## config.mk

```make
export PLATFORM = sky130hd
export DESIGN_NAME = reset_key_guard
export DESIGN_NICKNAME = d
export VERILOG_FILES = /design/src/rtl/rkg_pkg.sv /design/src/rtl/rkg_key_tracker.sv /design/src/rtl/rkg_diag_ctl.sv /design/src/rtl/reset_key_guard.sv
export SDC_FILE = /design/constraint.sdc
export NUM_CORES = 1
export LEC_CHECK = 0
export ABC_AREA = 1
export BUFFER_PORTS_ARGS = -buffer_cell sky130_fd_sc_hd__buf_2
export CAP_MARGIN = 20
export CORE_MARGIN = 2
export CORE_UTILIZATION = 37
export CTS_BUF_LIST = sky130_fd_sc_hd__clkbuf_4 sky130_fd_sc_hd__clkbuf_8
export CTS_CLUSTER_DIAMETER = 100
export DETAILED_ROUTE_END_ITERATION = 8
export PLACE_DENSITY_LB_ADDON = 0.3
export SYNTH_ARGS = -nofsm -noshare
export SYNTH_HDL_FRONTEND = slang
export SYNTH_SLANG_ARGS = --single-unit
```

## constraint.sdc

```tcl
create_clock -name clk -period 2.2 [get_ports clk]
set_clock_uncertainty 0.15 [all_clocks]
set_input_delay 0.33 -clock clk [delete_from_list [all_inputs] [get_ports clk]]
set_output_delay 0.33 -clock clk [all_outputs]
set_load 0.01 [all_outputs]
```

## src/rtl/rkg_pkg.sv

```systemverilog
package rkg_pkg;
   // bit width of one key entry
   localparam int KEY_W   = 8;
   localparam int KEY_LEN = 6;
   // first entry in the lowest slot
   localparam logic [KEY_LEN-1:0][KEY_W-1:0] DEF_KEY =
      {8'h0D, 8'h07, 8'h02, 8'h0B, 8'h04, 8'h00};
endpackage

```

## src/rtl/rkg_key_tracker.sv

```systemverilog
module rkg_key_tracker #(
   parameter int DATA_W  = 32,
   parameter int KEY_W   = 8,
   parameter int KEY_LEN = 6,
   parameter logic [KEY_LEN-1:0][KEY_W-1:0] KEY_VALUES = '0,
   localparam int POS_W  = $clog2(KEY_LEN + 1)
) (
   input  logic              clk,
   input  logic              rst,
   input  logic              seq_wr,
   input  logic              clear,
   input  logic [DATA_W-1:0] wr_data,
   output logic              key_miss,
   output logic              key_reach
);
   localparam logic [POS_W-1:0] POS_FULL = POS_W'(KEY_LEN);
   localparam logic [POS_W-1:0] POS_LAST = POS_W'(KEY_LEN - 1);

   logic [POS_W-1:0]   pos_q;
   logic [KEY_LEN-1:0] hit_vec;
   logic [POS_W-1:0]   sel;
   logic               hit;

   // one comparator per key slot
   for (genvar i = 0; i < KEY_LEN; i++) begin : g_cmp
      assign hit_vec[i] = (wr_data == DATA_W'(KEY_VALUES[i]));
   end

   // once complete, keep comparing against the final entry
   assign sel       = (pos_q >= POS_FULL) ? POS_LAST : pos_q;
   assign hit       = hit_vec[sel];
   assign key_miss  = seq_wr & ~hit;
   assign key_reach = seq_wr & hit & (pos_q >= POS_LAST);

   always_ff @(posedge clk) begin
      if (rst || clear) begin
         pos_q <= '0;
      end else if (seq_wr) begin
         if (!hit)
            pos_q <= '0;
         else if (pos_q < POS_FULL)
            pos_q <= pos_q + POS_W'(1);
      end
   end
endmodule

```

## src/rtl/rkg_diag_ctl.sv

```systemverilog
module rkg_diag_ctl #(
   parameter int DATA_W  = 32,
   parameter int WEN_BIT = 7,
   parameter int RST_BIT = 2
) (
   input  logic              clk,
   input  logic              rst,
   input  logic              diag_wr,
   input  logic [DATA_W-1:0] wr_data,
   input  logic              key_miss,
   input  logic              key_reach,
   output logic [DATA_W-1:0] diag_q,
   output logic              fire,
   output logic              pulse_o
);
   localparam logic [DATA_W-1:0] WEN_VAL = DATA_W'(1) << WEN_BIT;

   if (WEN_BIT >= DATA_W || RST_BIT >= DATA_W || WEN_BIT == RST_BIT) begin : g_bad_bits
      $error("rkg_diag_ctl: control bit positions invalid");
   end

   assign fire = diag_wr & diag_q[WEN_BIT] & wr_data[RST_BIT];

   always_ff @(posedge clk) begin
      if (rst) begin
         diag_q  <= '0;
         pulse_o <= 1'b0;
      end else begin
         pulse_o <= fire;
         if (fire || key_miss)
            diag_q <= '0;
         else if (key_reach)
            diag_q <= WEN_VAL;
      end
   end
endmodule

```

## src/rtl/reset_key_guard.sv

```systemverilog
module reset_key_guard #(
   parameter int ADDR_W   = 8,
   parameter int DATA_W   = 32,
   parameter int KEY_W    = rkg_pkg::KEY_W,
   parameter int KEY_LEN  = rkg_pkg::KEY_LEN,
   parameter logic [KEY_LEN-1:0][KEY_W-1:0] KEY_VALUES = rkg_pkg::DEF_KEY,
   parameter logic [ADDR_W-1:0] SEQ_ADDR  = 8'hF4,
   parameter logic [ADDR_W-1:0] DIAG_ADDR = 8'hF8,
   parameter int WEN_BIT  = 7,
   parameter int RST_BIT  = 2
) (
   input  logic              clk,
   input  logic              rst,
   input  logic              wr_en,
   input  logic [ADDR_W-1:0] wr_addr,
   input  logic [DATA_W-1:0] wr_data,
   input  logic [ADDR_W-1:0] rd_addr,
   output logic [DATA_W-1:0] rd_data,
   output logic              reset_pulse_o
);
   if (KEY_LEN < 1 || KEY_W > DATA_W || SEQ_ADDR == DIAG_ADDR) begin : g_bad_cfg
      $error("reset_key_guard: invalid configuration");
   end

   logic              seq_wr, diag_wr;
   logic              key_miss, key_reach, fire;
   logic [DATA_W-1:0] diag_q;

   assign seq_wr  = wr_en & (wr_addr == SEQ_ADDR);
   assign diag_wr = wr_en & (wr_addr == DIAG_ADDR);

   rkg_key_tracker #(
      .DATA_W(DATA_W), .KEY_W(KEY_W), .KEY_LEN(KEY_LEN), .KEY_VALUES(KEY_VALUES)
   ) u_track (
      .clk(clk), .rst(rst), .seq_wr(seq_wr), .clear(fire), .wr_data(wr_data),
      .key_miss(key_miss), .key_reach(key_reach)
   );

   rkg_diag_ctl #(
      .DATA_W(DATA_W), .WEN_BIT(WEN_BIT), .RST_BIT(RST_BIT)
   ) u_diag (
      .clk(clk), .rst(rst), .diag_wr(diag_wr), .wr_data(wr_data),
      .key_miss(key_miss), .key_reach(key_reach),
      .diag_q(diag_q), .fire(fire), .pulse_o(reset_pulse_o)
   );

   assign rd_data = (rd_addr == DIAG_ADDR) ? diag_q : '0;
endmodule

```

==> impl_metrics.csv <==
group,metric,value,unit
detailed_routing,wire_per_inst,6.969,µm
cts,cts_made_buffers,3,
critical_path,worstRegToRegCells,11,
critical_path,timing.rr.start,"u_track.pos_q[0]",
logic_synthesis,ys_top_cells_by_area,"buf_4, nand2_1, nor2_1",
logic_synthesis,synth_cell_type_count,22,
die,die_area,0.002651,mm²
die,fp.dieH,51.49,µm
die,io_pins,84,
critical_path,reg2reg_to,"u_track.pos_q[1]",
placement,gp_congestion,0.7619,
critical_path,required,2.17,ns
pwr,p_per_area,289.7,mW/mm²
critical_path,cp-startpoint,"u_track.pos_q[0]",
cts,clock_path_buffers,2,
cts,h-tree-depth,1,
timing,fin_setup_tns,0,ns
logic_synthesis,synth_area_per_cell,5.795,µm²
critical_path,crit_buf_inv,1,
critical_path,cp_cell_sequence,"inv_1 -> ha_1 -> nand2_1 -> nand3_1 -> nand2_1 -> nand3_1 -> and2_1 -> nand2_1 -> nand2_1 -> nand2_2 -> nor2_1",
timing,max_freq,0.5610,GHz
cts,post-cts-setup-buffers,0,
detailed_routing,drc,0,
pwr,swShare,29.17,%
pwr,seq_power_share,30.3,%
cells_and_area,final_cell_area,0.001040,mm²
critical_path,crit_path_frequent_cell,"nand2_1",
cts,tritoncts,"done",
grt,grt_pass1_wl,2.442,mm
detailed_routing,via_count,854,
die,die_x,51.49,µm
critical_path,endpoint,"u_track.pos_q[1]",
cells_and_area,area_growth,24.59,%
timing,worst_slack,0.4174,ns
timing,finalCritPeriodShare,81.03,%
critical_path,crit_type,"reg -> reg",
cells_and_area,layout_common_cells,"buf_2, nand2_1, conb_1",
critical_path,crit_family,"simple AND/OR/NAND/NOR gates",
pwr,pwr-share-clk,38.4,%
critical_path,cp_slowest_cell,"dfxtp_1",
detailed_routing,vias_per_cell,3.762,
critical_path,cp_max_fo,5,
pwr,power.share.combinational,31.4,%
placement,dpl.hpwl,1.421,mm
pwr,p_int,0.2134,mW
critical_path,reg2reg_slack,0.42,ns
detailed_routing,drtAntennaViolNets,0,
cts,clkLatencyLatePin,0.23,ns
cells_and_area,diodes,0,
logic_synthesis,synthFlopType,"dfxtp_1",
logic_synthesis,synth_cells,144,
die,rows,17,
cells_and_area,drive_gt1_share,31.16,%
critical_path,crit_cells,11,
logic_synthesis,synth.ff_latch_count,5,
detailed_routing,drt_iter0_drc,5,
placement,io_buffers,52,
logic_synthesis,synth-async-reset-ratio,0,%
hold_path,hold_class,"in -> reg",
die,initial_utilization,38.47,%
cts,clock-sinks,5,
timing,drv_slew,0,
timing,final_hold_viol_count,0,
logic_synthesis,netlist_area,834.6,µm²
cts,cts-root-buf,"clkbuf_4",
critical_path,slowest_delay,0.39,ns
cts,clkTransAtPathRegs,0.04,ns
run_status,status,"complete, no violations",
critical_path,cp-end-kind,"flop",
grt,grt-ovfl-total,0,
run,max_cap_violations,0,
cells_and_area,final_common_cell,"buf_2",
logic_synthesis,yosys_warnings,0,
placement,dpl_cell_area,0.001010,mm²
cts,cts_hold_buf,0,
timing,finalSetupViolCount,0,
pwr,switching_power,0.08785,mW
detailed_routing,wirelength,1.582,mm
timing,holdWs,0.1154,ns
cts,cts_resized,0,
timing,layout_min_cycle_time,1.783,ns
timing,grt_setup_unrepaired,"no",
grt,grt_usage,11.87,%
pwr,peakVddDrop,0.2959,mV
logic_synthesis,synth_enable_flop_cells,0,
logic_synthesis,synth_top_area_share,27.89,%
logic_synthesis,synth_top_area_cell,"buf_4",
grt,grt_max_degree,9,
logic_synthesis,ys_seq_area_share,11.99,%
grt,antenna_found_initial,0,
critical_path,startpoint_type,"flop",
detailed_routing,firstDrtPassIters,3,
placement,pre_cts_ws,0.4174,ns
grt,grt_pass1_vias,676,
pwr,p_leak,0.6038,nW
die,core,0.002170,mm²
cells_and_area,nets,254,
critical_path,arrival,1.76,ns
## cells by family (layout without fill, tap and decap cells)
group | after synthesis | in the layout | synth area share [%]
AND/OR/NAND/NOR | 85 | 85 | 45.88
buffers and inverters | 47 | 72 | 35.08
flip-flops | 5 | 5 | 11.99
adder cells (fa/ha/maj) | 3 | 3 | 4.498
AO/OA/AOI/OAI | 3 | 3 | 2.098
other | 1 | 31 | 0.4493
## how the worst min path moves through the flow
| stage | start | to | slack, ns | cells after the start |
|---|---|---|---|---|
| 6_report | rst | u_diag.pulse_o | 0.12 | 2 |
| 2_1_floorplan | rst | u_diag.pulse_o | 0.25 | 1 |
| 5_1_grt | rst | u_diag.pulse_o | 0.11 | 2 |
| 3_5_place_dp | rst | u_diag.pulse_o | 0.36 | 2 |
| 3_3_place_gp | rst | u_diag.pulse_o | 0.36 | 2 |
| 4_1_cts | rst | u_diag.pulse_o | 0.11 | 2 |
## cells in the mapped netlist, types with 2 or more instances
library cell	n
nand2_1	33
dfxtp_1	5
ha_1	3
nor3_1	3
nand3_1	11
nor2_1	28
inv_1	15
nand4_1	2
buf_4	31
## worst reg2reg max path, stage by stage, from the launching register on
cell and delay [ns]:
dfxtp_1 0.39, inv_1 0.11, ha_1 0.20, nand2_1 0.08, nand3_1 0.11, nand2_1 0.08
nand3_1 0.10, and2_1 0.18, nand2_1 0.06, nand2_1 0.06, nand2_2 0.11, nor2_1 0.05
## flip-flops by register name (all words and copies together), names as in the netlist
signal	cells
u_track.pos_q	3
u_diag.pulse_o	1
u_diag.diag_q	1
## power groups by stage
stage                     Sequential, mW  Combinational (mW)  Clock (mW)
final                             0.0912              0.0945       0.116
after global routing              0.0910               0.107       0.130
after CTS                         0.0911              0.0941       0.123
after detailed placement          0.0928              0.0939           0
after global placement            0.0928              0.0931           0
after floorplan                   0.0927              0.0881           0
## metrics by stage
step / power, mW / instances / util, %
4_1_cts: 0.3078 / 227 / 47.92
3_5_place_dp: 0.1866 / 223 / 46.54
2_1_floorplan: 0.1808 / 174 / -
5_1_grt: 0.3287 / 227 / 47.92
6_report: 0.3012 / 227 / 47.92
3_3_place_gp: 0.1859 / 223 / 46.54
## cell type report
type | count | area, µm²
fill | 240 | 1130
multi-input combinational | 122 | 554.3
inverter | 16 | 60.06
clock buffer | 4 | 30.03
timing repair buffer | 52 | 260.3
sequential | 5 | 100.1
tap | 28 | 35.03
## layer usage
layer	share of wire, %	track usage, %	vias up
met5	0	0	-
met4	0.76	4.825	0
met3	4.9	2.586	2
met2	50	20.94	27
met1	44	13.81	329
li1	-	-	496
Power figures use the tool's default switching activity.
